[src/rtl/aux_snap_pkg.sv]
package aux_snap_pkg;
  localparam int unsigned ADDR_W = 12;
  localparam int unsigned DATA_W = 32;

  localparam logic [ADDR_W-1:0] OFS_CTRL = 12'h700;
  localparam logic [ADDR_W-1:0] OFS_STAT = 12'h728;
  localparam logic [ADDR_W-1:0] OFS_NS   = 12'h730;
  localparam logic [ADDR_W-1:0] OFS_SEC  = 12'h734;
  localparam logic [ADDR_W-1:0] OFS_MASK = 12'h738;

  localparam int unsigned CTRL_CLR_BIT  = 24;
  localparam int unsigned CTRL_EN_LSB   = 25;
  localparam int unsigned STAT_SRC_LSB  = 16;
  localparam int unsigned STAT_OVF_BIT  = 3;
  localparam int unsigned STAT_AVL_BIT  = 0;
endpackage

[src/rtl/aux_trig_sync.sv]
module aux_trig_sync #(
  parameter int unsigned NUM_TRIG = 4
) (
  input  logic                clk_i,
  input  logic                rst_ni,
  input  logic [NUM_TRIG-1:0] trig_i,
  output logic [NUM_TRIG-1:0] rise_o
);
  for (genvar i = 0; i < NUM_TRIG; i++) begin : g_ch
    logic s1_q, s2_q, prev_q;
    always_ff @(posedge clk_i or negedge rst_ni) begin
      if (!rst_ni) begin
        s1_q   <= 1'b0;
        s2_q   <= 1'b0;
        prev_q <= 1'b0;
      end else begin
        s1_q   <= trig_i[i];
        s2_q   <= s1_q;
        prev_q <= s2_q;
      end
    end
    assign rise_o[i] = s2_q & ~prev_q;
  end
endmodule

[src/rtl/aux_snap_fifo.sv]
module aux_snap_fifo #(
  parameter int unsigned W     = 8,
  parameter int unsigned DEPTH = 4,
  localparam int unsigned AW   = (DEPTH > 1) ? $clog2(DEPTH) : 1,
  localparam int unsigned CW   = $clog2(DEPTH + 1)
) (
  input  logic          clk_i,
  input  logic          rst_ni,
  input  logic          clr_i,
  input  logic          push_i,
  input  logic          pop_i,
  input  logic [W-1:0]  din_i,
  output logic [W-1:0]  head_o,
  output logic          empty_o,
  output logic          full_o,
  output logic          drop_o,
  output logic [CW-1:0] count_o
);
  logic [W-1:0]  mem [DEPTH];
  logic [AW-1:0] wr_ptr, rd_ptr;
  logic [CW-1:0] cnt;
  logic          push_ok, pop_ok;

  function automatic logic [AW-1:0] nxt(input logic [AW-1:0] p);
    return (p == AW'(DEPTH - 1)) ? '0 : p + AW'(1);
  endfunction

  assign empty_o = (cnt == '0);
  assign full_o  = (cnt == CW'(DEPTH));
  // clear has priority over both push and pop; a full queue never accepts
  assign push_ok = push_i & ~full_o & ~clr_i;
  assign pop_ok  = pop_i & ~empty_o & ~clr_i;
  assign drop_o  = push_i & full_o & ~clr_i;

  always_ff @(posedge clk_i or negedge rst_ni) begin
    if (!rst_ni) begin
      wr_ptr <= '0;
      rd_ptr <= '0;
      cnt    <= '0;
    end else if (clr_i) begin
      wr_ptr <= '0;
      rd_ptr <= '0;
      cnt    <= '0;
    end else begin
      if (push_ok) wr_ptr <= nxt(wr_ptr);
      if (pop_ok)  rd_ptr <= nxt(rd_ptr);
      case ({push_ok, pop_ok})
        2'b10:   cnt <= cnt + CW'(1);
        2'b01:   cnt <= cnt - CW'(1);
        default: cnt <= cnt;
      endcase
    end
  end

  always_ff @(posedge clk_i) begin
    if (push_ok) mem[wr_ptr] <= din_i;
  end

  assign head_o  = mem[rd_ptr];
  assign count_o = cnt;
endmodule

[src/rtl/aux_snap_unit.sv]
module aux_snap_unit
  import aux_snap_pkg::*;
#(
  parameter int unsigned NUM_TRIG   = 4,
  parameter int unsigned FIFO_DEPTH = 4,
  parameter int unsigned TIME_W     = 32
) (
  input  logic                clk_i,
  input  logic                rst_ni,
  input  logic [NUM_TRIG-1:0] trig_i,
  input  logic [TIME_W-1:0]   time_sec_i,
  input  logic [TIME_W-1:0]   time_ns_i,
  input  logic                reg_we_i,
  input  logic                reg_re_i,
  input  logic [ADDR_W-1:0]   reg_addr_i,
  input  logic [DATA_W-1:0]   reg_wdata_i,
  output logic [DATA_W-1:0]   reg_rdata_o,
  output logic                irq_o
);
  localparam int unsigned ENT_W = NUM_TRIG + 2 * TIME_W;
  localparam int unsigned CNT_W = $clog2(FIFO_DEPTH + 1);

  logic [NUM_TRIG-1:0] rise, hit, en_q, head_src;
  logic [TIME_W-1:0]   head_sec, head_ns;
  logic [ENT_W-1:0]    head;
  logic [CNT_W-1:0]    fifo_cnt;
  logic                irq_mask_q, ovf_q;
  logic                push_req, pop_req, clr_cmd, stat_rd, ctrl_wr;
  logic                empty, full, drop;
  logic                unused_wdata;

  aux_trig_sync #(.NUM_TRIG(NUM_TRIG)) u_sync (
    .clk_i  (clk_i),
    .rst_ni (rst_ni),
    .trig_i (trig_i),
    .rise_o (rise)
  );

  assign hit      = rise & en_q;
  assign push_req = |hit;
  assign ctrl_wr  = reg_we_i && (reg_addr_i == OFS_CTRL);
  assign clr_cmd  = ctrl_wr && reg_wdata_i[CTRL_CLR_BIT];
  assign pop_req  = reg_re_i && (reg_addr_i == OFS_SEC);
  assign stat_rd  = reg_re_i && (reg_addr_i == OFS_STAT);

  aux_snap_fifo #(.W(ENT_W), .DEPTH(FIFO_DEPTH)) u_fifo (
    .clk_i   (clk_i),
    .rst_ni  (rst_ni),
    .clr_i   (clr_cmd),
    .push_i  (push_req),
    .pop_i   (pop_req),
    .din_i   ({hit, time_sec_i, time_ns_i}),
    .head_o  (head),
    .empty_o (empty),
    .full_o  (full),
    .drop_o  (drop),
    .count_o (fifo_cnt)
  );

  assign {head_src, head_sec, head_ns} = head;

  always_ff @(posedge clk_i or negedge rst_ni) begin
    if (!rst_ni) begin
      en_q       <= '0;
      irq_mask_q <= 1'b0;
      ovf_q      <= 1'b0;
    end else begin
      if (ctrl_wr) en_q <= reg_wdata_i[CTRL_EN_LSB +: NUM_TRIG];
      if (reg_we_i && (reg_addr_i == OFS_MASK)) irq_mask_q <= reg_wdata_i[0];
      // a drop in the same cycle as the clearing read wins
      if (drop)         ovf_q <= 1'b1;
      else if (stat_rd) ovf_q <= 1'b0;
    end
  end

  always_comb begin
    reg_rdata_o = '0;
    unique case (reg_addr_i)
      OFS_CTRL: reg_rdata_o[CTRL_EN_LSB +: NUM_TRIG] = en_q;
      OFS_STAT: begin
        if (!empty) reg_rdata_o[STAT_SRC_LSB +: NUM_TRIG] = head_src;
        reg_rdata_o[STAT_OVF_BIT] = ovf_q;
        reg_rdata_o[STAT_AVL_BIT] = ~empty;
      end
      OFS_NS:   if (!empty) reg_rdata_o = DATA_W'(head_ns);
      OFS_SEC:  if (!empty) reg_rdata_o = DATA_W'(head_sec);
      OFS_MASK: reg_rdata_o[0] = irq_mask_q;
      default:  reg_rdata_o = '0;
    endcase
  end

  assign irq_o = ~empty & ~irq_mask_q;
  assign unused_wdata = ^{reg_wdata_i, full};
endmodule

[config.mk]
export PLATFORM = sky130hd
export DESIGN_NAME = aux_snap_unit
export DESIGN_NICKNAME = d
export VERILOG_FILES = /design/src/rtl/aux_snap_pkg.sv /design/src/rtl/aux_trig_sync.sv /design/src/rtl/aux_snap_fifo.sv /design/src/rtl/aux_snap_unit.sv
export SDC_FILE = /design/constraint.sdc
export NUM_CORES = 1
export LEC_CHECK = 0
export ABC_AREA = 1
export BUFFER_PORTS_ARGS = -buffer_cell sky130_fd_sc_hd__clkbuf_2
export CAP_MARGIN = 30
export CORE_AREA = 2 2 188 144
export CTS_CLUSTER_SIZE = 24
export DETAILED_ROUTE_END_ITERATION = 16
export DIE_AREA = 0 0 190 146
export GPL_ROUTABILITY_DRIVEN = 0
export PLACE_DENSITY = 0.65
export SETUP_SLACK_MARGIN = 0.15
export SYNTH_ARGS = -nofsm -noshare
export SYNTH_HDL_FRONTEND = slang
export SYNTH_SLANG_ARGS = --single-unit
export TNS_END_PERCENT = 5
[constraint.sdc]
create_clock -name clk_i -period 4.9 [get_ports clk_i]
set_clock_uncertainty 0.2 [all_clocks]
set_input_delay 0.735 -clock clk_i [delete_from_list [all_inputs] [get_ports clk_i]]
set_output_delay 0.735 -clock clk_i [all_outputs]
set_load 0.01 [all_outputs]
---- Yosys cells after proc, flatten, opt, wreduce, memory -nomap -nowiden ----
Memory sizes are Yosys's and may differ from the RTL's.
Cells that the tools add are included.
storage, ports and cells
  register bits ........................... 25
  memory bits (writable) .................. 272
  input port bits ......................... 116
  output and inout bits ................... 33
  logic and storage cells ................. 87
  memories ................................ 1
memories
  name        depth  bits a word  read ports  clocked after Yosys merged registers in  wr ports  RTL line             source
  u_fifo.mem  4      68           1           0                                        1         aux_snap_fifo.sv:19  logic [W-1:0] mem [DEPTH];
cells by class
  $add $sub $neg .......................... 4
  equality and inequality tests ........... 10
  multiplexer cells ....................... 23
  bitwise logic cells ..................... 20
  reductions and logical operators ........ 11
operators by type and width
  kind                                              count
  2-to-1 mux 32 bit                                 2
  == test 12 x 11 -> 1 bit (second input constant)  5
  one-hot mux 12 bit (2 select lines)               1
  one-hot mux 4 bit (3 select lines)                2
  2-to-1 mux 2 bit                                  6
  one-hot mux 3 bit (2 select lines)                2
  AND 1 bit                                         11
  one-hot mux 5 bit (2 select lines)                1
  NOT 1 bit                                         8
  == test 2 bit (second input constant)             3
  nonzero test 2 bit                                3
  logical AND 1 bit                                 5
  adder 2 x 1 -> 2 bit (second input constant)      2
  AND 4 bit                                         1
  2-to-1 mux 1 bit                                  4
  2-to-1 mux 4 bit                                  1
  one-hot mux 1 bit (4 select lines)                1
  one-hot mux 2 bit (2 select lines)                1
  OR reduction 4 bit                                1
  adder 3 x 1 -> 3 bit (second input constant)      1
  == test 3 bit (second input constant)             1
  logical NOT 3 bit                                 1
  2-to-1 mux 3 bit                                  1
  one-hot mux 1 bit (3 select lines)                1
  other kinds (3)                                   3

---- Depth between registers and ports, before layout ----
Gate-level depths: netlist of run 1.
  depth in word-level cells ............... 9
  depth in mapped cells ................... 14
  depth with buffers taken out ............ 14

---- By module ----
From an unflattened synthesis of run 1, not the netlist that was laid out.
unflattened totals
  cells, all modules ...................... 948
  area total of the unflattened synthesis .. 12020.3 sq um
by module, submodules not included
  module         times used  cells each  area each (sq um)  seq. area each (sq um)
  aux_snap_fifo  1           727         10617.7            8343.0
  aux_snap_unit  1           201         1062.3             150.1
  aux_trig_sync  1           20          340.3              300.3

---- Least setup slack after synthesis of run 1 ----
OpenSTA, ideal clock, no wires.
  path type ............................... input-to-reg
  start point ............................. input port reg_addr_i[3]
  end point ............................... memory u_fifo.mem[0][0] (netlist name), enable pin
  arrival time ............................ 4050 ps
  required time ........................... 4205 ps
  setup slack ............................. 155 ps
  stages on the path ...................... 6
  path buffers ............................ 0
  path through ............................ nor2_1 > nand2_2 > nor2_4 > nand4_4 > nand3_1 > nor2_1
between the ends
  cells in the longest elaborated chain, start to end .. 7
RTL lines
  item                                    RTL line             source
  start, declared                         aux_snap_unit.sv:15  input logic [ADDR_W-1:0] reg_addr_i,
  == test 12 x 11 -> 1 bit                aux_snap_unit.sv:41  assign ctrl_wr = reg_we_i && (reg_addr_i == OFS_CTRL);
  logical AND 1 bit                       aux_snap_unit.sv:41
  logical AND 1 bit                       aux_snap_unit.sv:42  assign clr_cmd = ctrl_wr && reg_wdata_i[CTRL_CLR_BIT];
  NOT 1 bit                               aux_snap_fifo.sv:31  assign push_ok = push_i & ~full_o & ~clr_i;
  AND 1 bit                               aux_snap_fifo.sv:31
  2-to-1 mux 1 bit                        aux_snap_fifo.sv:56  if (push_ok) mem[wr_ptr] <= din_i;
  2-to-1 mux 1 bit (implied by the code)  aux_snap_fifo.sv:56
  end, declared                           aux_snap_fifo.sv:19
No other way between the ends.

---- Worst setup path after layout of run 1 ----
  start point ............................. register u_fifo.rd_ptr[0]
  end point ............................... output port reg_rdata_o[2]
between the ends
  cells in the longest elaborated chain, start to end .. 3
RTL lines
  item                                  RTL line                                  source
  start, declared                       aux_snap_fifo.sv:20                       logic [AW-1:0] wr_ptr, rd_ptr;
  start signal, assigned                aux_snap_fifo.sv:46                       if (pop_ok) rd_ptr <= nxt(rd_ptr);
  memory (4 x 68 bit) *                 n/a
  2-to-1 mux 32 bit (on tied branches)  aux_snap_unit.sv:86, aux_snap_unit.sv:85
  one-hot mux 2 bit (2 select lines) *  aux_snap_unit.sv:78                       unique case (reg_addr_i)
  end, declared                         aux_snap_unit.sv:17                       output logic [DATA_W-1:0] reg_rdata_o,
Every way passes the cells marked *; elsewhere a longest branch is shown, timed or not.

==> run metrics, run 1 <==
largest family of logic cells by synthesized area compound AO/OA/AOI/OAI gates; Critical Path Sink Type output port; HP Start trig_i[2]; Yosys top cell by area edfxtp_1; Compound-Gate Fraction of Synth Area 11.28%; layout cells sized above 1 20.91%; PortBufs 122; H-tree depth 1; synth top area cells edfxtp_1 (69%), o21ai_0 (5.4%), dfrtp_1 (5.3%), nor2_1 (4.8%), o22ai_1 (3.6%); Die X-Extent about 190 um; Vias 7373; status completed; Synth top area share a little over two thirds; Buffers & Inverters on Critical Path 2; Setup TNS 0 ns; crit-path cells buf_4, o21ai_0, o22ai_1, a22o_1, clkbuf_2; critical path data arrival time 3.07 ns; Synth Instances 883; CP max stage cell dfrtp_4; Inst Count DP 1318; clk sinks 297; FMAX 0.2495 GHz; Total Wirelength 26560 um; global-route wire length before repair 40580 um; sequential area share after synthesis between 70% and 80%; total CTS buffers 29; Crit Path Max Fanout 80; DRT Pass-1 Iters 5; FF+latch count, synth around 300; synth-to-layout area growth 16.79%; Ys Warns 0; total gr overflow 0; Nets 1128; Leak 0.004964 uW; hold_ws 0.08836 ns; delay-heaviest family, CP flip-flops; Hold Fails Final Rpt 0; Reg2Reg Capture Point u_fifo.mem[0][14]; Post-Syn Nets 1005; Worst EP required 3.96 ns; CP startpoint kind register; # IOs 149; Avg Cell Area, Syn between 10 and 15 um2; Via density 5.366; Initial Utilization between 40% and 50%; vias in the first global route approximately 7100; largest net degree at the start of global routing 81; reg-to-reg startpoint en_q[2]; max cap viols 0; maximum clock path buffer count 3; post-route ant nets 0; Core Rows slightly above 50; Tcrit/Tclk final 81.79%; Clk Latency, worst-skew pair 0.55 ns; final std cells w/o fill 1374; post-synthesis xor/xnor area fraction 0.07440%; commonest non-fill, non-tap cell in the layout edfxtp_1; die area 27740 um2; peak supply drop slightly above 0.3 mV; slew margin rel. between 30% and 40%; crit-path max cell delay 0.98 ns; CTS tree built; post-layout min period 4.008 ns; Crit Path Class reg -> out; drt drc 0; Worst Setup EP reg_rdata_o[2]; Tot GR Track Use 18.95%; simple logic cell fraction of the synthesized area around a tenth; pwr dens 368.5 nW/um2; Hold Path Class in -> reg; clock-pin slew on the worst setup and hold paths approximately 0.060 ns; core footprint around 26000 um2; setup ws final 0.8925 ns; setup slack, reg-to-reg 2.09 ns; DIE HEIGHT 146 um; worst slack, placed 1.398 ns; Adder-Cell Fraction of Synth Area 0.7015%; CTS root buf clkbuf_16; Post-synth ARST share 8.418%; Critical path origin u_fifo.rd_ptr[0]; total setup buffers inserted after CTS 0; iteration-0 DRC count of the detailed router 471; Routed wire per std cell 19.33 um; initial antenna violation count 4; post-synthesis cell type count 32; Crit. path cell count 5; Top FF cell, synth edfxtp_1; Synth Cell Area 11770 um2; most frequent cells in the layout edfxtp_1 (272), nor2_1 (145), o21ai_0 (126); multiplexer share of the synthesized area 0.09565%; Reg2Reg Depth 7; number of synthesized flops with an enable pin 272; Max Slew Vio Count 0; unrepaired setup endpoints after global routing false; final setup vio count 0; # fillers 2161; Detail Placement HPWL 15410 um; slew at the pin with the worst max-slew slack 0.9111 ns
synth_stat cells, types with 2 or more instances:
cell      instances
a22oi_1           2
o21ai_1          12
clkbuf_1         24
inv_1            23
nor2_1          149
nand2_1          61
buf_2            21
edfxtp_1        272
dfrtp_1          25
buf_4             4
ha_1              5
o21ai_0         126
nor2_4            6
o22ai_1          67
nand3_1          35
inv_2             5
nand2_2           7
a22o_1           22
nand4_1           3
a21oi_1           2
sequential cells by signal, summed over array words and instances, names as in the netlist:
register / flops
u_fifo.count_o: 3
u_sync.g_ch.s2_q: 4
irq_mask_q: 1
u_sync.g_ch.prev_q: 4
u_sync.g_ch.s1_q: 4
u_fifo.rd_ptr: 2
en_q: 4
u_fifo.wr_ptr: 2
u_fifo.mem: 272
ovf_q: 1
power breakdown:
group | switching (uW) | internal [uW] | total (uW)
registers | 5.20 | 2770 | 2780
logic | 66.9 | 38.8 | 106
clock network | 927 | 1260 | 2180
total | 999 | 4070 | 5070
per-layer routing:
layer | GRT usage, % | wire, um | up-vias
met1 | 27.53 | 12120 | 3606
li1 | - | - | 3521
met4 | 4.380 | 490 | 4
met5 | 0 | 26 | -
met2 | 29.14 | 12100 | 201
met3 | 4.413 | 1820 | 41
repair_timing:
item                                   CTS  global route
setup endpoints to repair                0             0
hold buffers                             1             0
gates resized for setup                  0             0
endpoints found under the hold margin   20             0
cell families after synthesis:
family / after synthesis
XOR/XNOR: 1
adder cells (fa/ha/maj): 6
buffers and inverters: 77
multiplexers: 1
flip-flops: 297
AND/OR/NAND/NOR: 270
AO/OA/AOI/OAI: 231
layout make-up:
| cell class | count | area [um2] | share of cell area [%] |
|---|---|---|---|
| diodes | 2 | 5.005 | 0.03640 |
| multi-input cells | 509 | 2679 | 19.48 |
| inverters | 28 | 107.6 | 0.7826 |
| flip-flops and latches | 297 | 8798 | 63.99 |
| well taps | 344 | 430.4 | 3.130 |
| repair buffers | 141 | 793.3 | 5.769 |
| clock buffers | 36 | 752.0 | 5.469 |
| clock inverters | 17 | 183.9 | 1.338 |
worst reg2reg max path: cells and delay by family (launching register included):
family	cells	cell delay [ns]
buffers and inverters	1	0.40
DFF	1	0.37
and+or+nand+nor	6	1.47
stage by stage:
stage	cell area, um2	utilization [%]	total power, uW
after floorplan	11770	-	2862
after global placement	12780	49.69	2931
after detailed placement	12800	49.77	2936
after CTS	13740	53.45	5121
after global routing	13740	53.45	5232
final	13750	53.47	5067
worst min-delay path by stage:
stage                               end  slack, ns  depth (start not counted)
CTS                 u_sync.g_ch[2].s1_q       0.06                          1
global route        u_sync.g_ch[2].s1_q       0.07                          1
global placement    u_sync.g_ch[1].s2_q       0.13                          0
detailed placement  u_sync.g_ch[1].s2_q       0.13                          0
finish              u_sync.g_ch[2].s1_q       0.09                          1
floorplan           u_sync.g_ch[0].s2_q       0.13                          0
(Power assumes the default switching activity.)
==> run 2: changes to the inputs <==
ABC_AREA = 0   (was 1)
CORE_AREA = 2 2 186 143   (was 2 2 188 144)
DIE_AREA = 0 0 188 145   (was 0 0 190 146)
clock period = 3.85 ns   (was 4.9 ns; I/O delays follow)
==> run 2 against run 1 <==
Effect of this change: critical path type unchanged; hold slack got worse by 0.042 ns; sequential share of layout area grew 0.62 points; critical endpoint is now reg_rdata_o[8]; design area fell by 0.94%; largest cell class unchanged; sequential power increased by 27%; via count is 24% lower.
==> run metrics, run 2 <==
status completed; CTS root buf clkbuf_16; crit-path cells buf_4, mux4_2, mux2i_1, nor2_1, clkbuf_2; Leak 0.004704 uW (-5.3%); Post-Route M1 WL 9816 um (-19%); Synth top area share 70.86% (+1.5 points); DIE HEIGHT 145 um (-0.68%); CP startpoint kind register; Max Slew Vio Count 0 (unchanged); initial antenna violation count 4 (unchanged); total CTS buffers 28 (-3.4%); clk sinks 297 (unchanged); reg-to-reg startpoint en_q[1]; drt drc 0 (unchanged); Die X-Extent 188 um (-1.1%); Nets 809 (-28%); DRT Pass-1 Iters 4 (-1); slew at the pin with the worst max-slew slack 0.8397 ns (-0.07141 ns); Ys Warns 0 (unchanged); layout cells sized above 1 37.94% (+17 points); Total Wirelength 22190 um (-16%); Synth Cell Area 11530 um2 (-2.1%); cell with the most instances after synthesis edfxtp_1; iteration-0 DRC count of the detailed router 340 (-28%); unrepaired setup endpoints after global routing false; post-route ant nets 0 (unchanged); total gr overflow 0 (unchanged); Top FF cell, synth edfxtp_1; post-layout min period between 3 and 4 ns; Top Metal Used met5; CTS tree built; Avg Cell Area, Syn 21.23 um2 (+59%); # fillers 1994 (-7.7%); H-tree depth 1 (unchanged); Crit Path Class reg -> out; met3 wire length 1182 um (-35%); synth-to-layout area growth 18.16%; Largest Register u_fifo.mem; global-route wire length before repair 34730 um (-14%); PostCTS Resize Cnt 0 (unchanged); sequential area share after synthesis 76.28% (+1.6 points); final core occ 53.50% (about the same); # IOs 149 (unchanged); final setup vio count 0 (unchanged); Vias 5611 (-24%); Critical Path Sink Type output port; max FFs per register 272 (unchanged); vias in the first global route 6047 (-15%); FF+latch count, synth 297 (unchanged); Post-synth top cells edfxtp_1 (272), mux4_2 (69), mux2i_1 (32), nor2_1 (31), dfrtp_1 (25); Synth Instances 543 (-39%); Tcrit/Tclk final 91.30%; crit-path max cell delay 0.98 ns (about the same); core footprint 25460 um2 (-0.99%); die area 27260 um2 (-1.7%); most frequent cells in the layout edfxtp_1 (272), clkbuf_2 (122), mux4_2 (69); Critical path origin u_fifo.rd_ptr[1]; worst slack, placed 0.5746 ns (-0.8229 ns); Yosys top cell by area edfxtp_1; Initial Utilization 45.27% (-0.50 points); setup slack, reg-to-reg 0.71 ns (-1.38 ns); Reg2Reg Capture Point u_fifo.count_o[2]; post-synthesis cell type count 43 (+34%); Setup TNS 0 ns (unchanged); number of synthesized flops with an enable pin 272 (unchanged); maximum clock path buffer count 3 (unchanged); commonest non-fill, non-tap cell in the layout edfxtp_1; Crit Path Max Fanout 55 (-31%); Worst EP required 3.07 ns (-0.89 ns); Reg2Reg Depth 7 (unchanged); max cap viols 0 (unchanged); largest net degree at the start of global routing 58 (-28%); slew margin rel. 43.50% (+4.4 points); met2 wire len 10670 um (-12%); setup ws final 0.3351 ns (-0.5574 ns); Via density 5.318 (-0.89%); CP max stage cell dfrtp_4; FMAX 0.2845 GHz; clock-pin slew on the worst setup and hold paths 0.06 ns (about the same); pwr dens 468.5 nW/um2 (+27%); Post-synth ARST share 8.418% (unchanged); Routed wire per std cell 21.04 um (+8.8%); Detail Placement HPWL 13780 um (-11%); Hold Fails Final Rpt 0 (unchanged); Worst Setup EP reg_rdata_o[8]; Clk Latency, worst-skew pair 0.54 ns (about the same); synth top area cells edfxtp_1 (71%), mux4_2 (13%), dfrtp_1 (5.4%), mux2i_1 (2.8%), nor2_1 (1.0%); Tot GR Track Use 16.56% (-2.4 points); critical path data arrival time 2.74 ns (-0.33 ns); PortBufs 122 (unchanged); Core Rows 51 (unchanged); Hold Path Class in -> reg; peak supply drop 0.2764 mV (-8.5%); Post-Syn Nets 665 (-34%)
run 2: changes by cell type after synthesis, moves of 20 or more:
cell	previous run	this run
a22o_1	22	2
nand2_1	61	13
nor2_1	149	31
o22ai_1	67	4
mux4_2	0	69
o21ai_0	126	5
mux2i_1	0	32
nand3_1	35	1
run 2: what timing repair did:
action / 4_1_cts / 5_1_grt
hold buffers: 5 / 0
endpoints found under the setup margin: 0 / 0
setup buffers: 0 / 0
endpoints found under the hold margin: 29 / 0
run 2: area by class of cell:
cell class	instances	area, um2	share of cell area [%]
clock buffers	29	704.4	5.172
multi-input cells	215	2618	19.22
diodes	2	5.005	0.03674
repair buffers	139	828.3	6.081
clock inverters	23	211.5	1.552
well taps	344	430.4	3.160
flip-flops and latches	297	8801	64.61
inverters	6	22.52	0.1653
run 2: cell families after synthesis:
| kind of cell | share of synthesized area [%] |
|---|---|
| compound gates | 1.433 |
| buf+inv | 1.096 |
| flops | 76.28 |
| xor+xnor | 0.07599 |
| simple gates | 3.647 |
| mux | 16.75 |
| fa+ha+maj | 0.7164 |
run 2: where the power goes:
part           switching (uW)  leakage [uW]  internal [uW]
sequential               7.92       0.00279           3530
clock                    1160      0.000438           1540
combinational            83.0       0.00148           61.4
run 2: how the worst min path moves through the flow:
stage	start	endpoint	slack [ns]	cells after the start
final	time_ns_i[4]	u_fifo.mem[3][4]	0.05	1
after global routing	time_ns_i[5]	u_fifo.mem[3][5]	0.03	1
after CTS	time_ns_i[4]	u_fifo.mem[3][4]	0.03	1
after detailed placement	u_sync.g_ch[2].s1_q	u_sync.g_ch[2].s2_q	0.14	0
after global placement	u_sync.g_ch[1].s1_q	u_sync.g_ch[1].s2_q	0.14	0
after floorplan	rst_ni	en_q[0]	0.08	0
run 2: worst max-delay path, delay by kind of cell (launching register included):
kind	cells	cell delay [ns]
simple gates	1	0.06
mux	2	0.60
flops	1	0.98
buf+inv	2	0.53
run 2: metal layers:
metal  global-route usage (%)  vias to the layer above
li1                         -                     2519
met1                    22.85                     2899
met2                    26.66                      147
met3                    3.701                       42
met4                    4.803                        4
met5                        0                        -
run 2: per-stage QoR:
| step | total power [uW] | hold WS [ns] | cell area, um2 | std cells |
|---|---|---|---|---|
| 2_1_floorplan | 3650 | 0.08191 | 11530 | 543 |
| 3_3_place_gp | 3734 | 0.1360 | 12550 | 992 |
| 3_5_place_dp | 3746 | 0.1364 | 12650 | 996 |
| 4_1_cts | 6441 | 0.02511 | 13620 | 1053 |
| 5_1_grt | 6591 | 0.02994 | 13620 | 1053 |
| 6_report | 6381 | 0.04643 | 13620 | 1055 |
==> run 3: changes to the inputs <==
CAP_MARGIN = unset   (was 30)
CORE_AREA = 2 2 188 144   (was 2 2 186 143)
CTS_CLUSTER_SIZE = 16   (was 24)
DIE_AREA = 0 0 190 146   (was 0 0 188 145)
PLACE_DENSITY = unset   (was 0.65)
==> run 3 against run 2 <==
Effect of this change: clock power about the same; global-route usage is 0.24 points higher; sequential power hardly changed; utilization decreased by 0.91 points.
==> run metrics, run 3 (synthesized netlist as in run 2, its figures left out) <==
status completed; max cap viols 0 (unchanged); core footprint 25720 um2 (+1.0%); Seq pwr share 55.7% (+0.3 points); PortBufs 122 (unchanged); post-route ant nets 0 (unchanged); combinational fraction of design power 2.2% (about the same); DIE HEIGHT 146 um (+0.69%); power after layout 6346 uW (-0.55%); Die X-Extent 190 um (+1.1%); synth-to-layout area growth 17.32%; Top Metal Used met5; drt drc 0 (unchanged); Setup TNS 0 ns (unchanged); Clk Latency, worst-skew pair 0.55 ns (about the same); clock-pin slew on the worst setup and hold paths 0.06 ns (about the same); Hold Fails Final Rpt 0 (unchanged); total CTS buffers 29 (+3.6%); CTS root buf clkbuf_16; initial antenna violation count 5 (+1); Reg2Reg Depth 6 (-1); Tcrit/Tclk final 89.51% (-1.8 points); final setup vio count 0 (unchanged); Routed wire per std cell 21.45 um (+2.0%); hold depth 1 (unchanged); met2 wire len 11290 um (+5.8%); crit-path max cell delay 0.70 ns (-0.28 ns); post-layout min period 3.446 ns (-0.06861 ns); Via density 5.335 (+0.31%); H-tree depth 1 (unchanged); Worst Setup EP reg_rdata_o[4]; global-route wire length before repair 35510 um (+2.2%); # fillers 2021 (+1.4%); Critical Path Sink Type output port; Clk pwr share 42.0% (-0.3 points); Detail Placement HPWL 13560 um (-1.6%); Largest Register u_fifo.mem; peak supply drop 0.3577 mV (+29%); maximum clock path buffer count 3 (unchanged); Leak 0.004674 uW (-0.63%); CP max stage cell dfrtp_4; slew at the pin with the worst max-slew slack 1.092 ns (+0.2520 ns); Crit Path Max Fanout 21 (-62%); # IOs 149 (unchanged); Nets 808 (-0.12%); PostCTS Resize Cnt 0 (unchanged); iteration-0 DRC count of the detailed router 373 (+9.7%); Buffers & Inverters on Critical Path 2 (unchanged); commonest non-fill, non-tap cell in the layout edfxtp_1; met3 wire length 1345 um (+14%); unrepaired setup endpoints after global routing false; Core Rows 51 (unchanged); crit-path cells buf_4, mux4_2, mux2i_1, nor2_1, clkbuf_2; largest net degree at the start of global routing 69 (+19%); Total Wirelength 22580 um (+1.8%); pwr dens 469.2 nW/um2 (+0.16%); most frequent cells in the layout edfxtp_1 (272), clkbuf_2 (122), mux4_2 (69); CTS tree built; die area 27740 um2 (+1.8%); Tot GR Track Use 16.80% (+0.24 points); Initial Utilization 44.83% (-0.45 points); slew margin rel. 27.22% (-16 points); Reg2Reg Capture Point u_fifo.mem[1][46]; layout cells sized above 1 36.40% (-1.5 points); Hold Path Class in -> reg; clk sinks 297 (unchanged); CP startpoint kind register; delay-heaviest family, CP multiplexers; Int Power 5122 uW (-0.11%); reg-to-reg startpoint u_sync.g_ch[1].prev_q; Crit Path Class reg -> out; critical path data arrival time 2.67 ns (-0.07 ns); Post-Route M1 WL 9358 um (-4.7%); Max Slew Vio Count 0 (unchanged); DRT Pass-1 Iters 5 (+1); switching share of power 19.28% (-0.36 points); NetSw 1224 uW (-2.4%); Critical path origin u_fifo.rd_ptr[0]; Vias 5618 (+0.12%); max FFs per register 272 (unchanged); setup slack, reg-to-reg 0.89 ns (+0.18 ns); FMAX 0.2902 GHz (+2.0%); total gr overflow 0 (unchanged); Worst EP required 3.07 ns (about the same); vias in the first global route 6348 (+5.0%); Crit. path cell count 5 (unchanged)
## run 3: cell count changes in the layout (fill, tap and decap cells not counted), sizes merged
cell | before | now
buf | 12 | 10
clkinv | 14 | 6
inv | 6 | 8
diode | 2 | 3
bufinv | 3 | 1
clkbuf | 151 | 164
clkinvlp | 6 | 0
## run 3: power by group through the flow
| stage | Clock [uW] | Combinational (uW) | Sequential, uW |
|---|---|---|---|
| 3_5_place_dp | 0 | 139 | 3610 |
| 6_report | 2670 | 141 | 3540 |
| 4_1_cts | 2730 | 143 | 3540 |
| 2_1_floorplan | 0 | 45.4 | 3600 |
| 3_3_place_gp | 0 | 129 | 3600 |
| 5_1_grt | 2850 | 159 | 3540 |
## run 3: cell type report
cell class / count / area (um2) / area share [%]
tap: 344 / 430.4 / 3.183
sequential: 297 / 8801 / 65.08
clock inverter: 9 / 82.58 / 0.6106
antenna: 3 / 7.507 / 0.05551
timing repair buffer: 137 / 748.2 / 5.532
multi-input combinational: 215 / 2618 / 19.35
inverter: 6 / 22.52 / 0.1665
clock buffer: 42 / 814.5 / 6.023
## run 3: through the flow
| step | hold slack (ns) | cell area (um2) | setup WS (ns) | cells | utilization (%) |
|---|---|---|---|---|---|
| 6_report | 0.04246 | 13520 | 0.4037 | 1053 | 52.59 |
| 4_1_cts | 0.01993 | 13520 | 0.3141 | 1050 | 52.56 |
| 3_3_place_gp | 0.1363 | 12570 | 0.7097 | 994 | 48.88 |
| 3_5_place_dp | 0.1373 | 12570 | 0.6936 | 994 | 48.88 |
| 5_1_grt | 0.03393 | 13520 | 0.2122 | 1052 | 52.58 |
| 2_1_floorplan | 0.08191 | 11530 | 0.3200 | 543 | - |
## run 3: timing repair
action	CTS	global route
hold buffers	5	0
hold endpoints to repair	29	0
buffers inserted	0	0
## run 3: worst register-to-register path, cell delays in order, from the launching register on
cell and delay, ns:
dfrtp_1 0.35, and3b_1 0.36, nor4_1 0.09, buf_4 0.16
a21oi_1 0.19, nor2b_1 0.28, and2_4 0.90
## run 3: how the worst min path moves through the flow
| stage | start | to | slack (ns) |
|---|---|---|---|
| CTS | time_sec_i[13] | u_fifo.mem[3][45] | 0.02 |
| global placement | u_sync.g_ch[3].s1_q | u_sync.g_ch[3].s2_q | 0.14 |
| finish | time_ns_i[26] | u_fifo.mem[0][26] | 0.04 |
| global route | time_ns_i[13] | u_fifo.mem[1][13] | 0.03 |
| detailed placement | u_sync.g_ch[0].s1_q | u_sync.g_ch[0].s2_q | 0.14 |
| floorplan | rst_ni | en_q[0] | 0.08 |
## run 3: routing by layer
metal,up-vias,GRT usage [%]
met5,-,0
met4,4,4.845
met3,45,3.641
met2,142,28.39
met1,2905,22.03
li1,2522,-
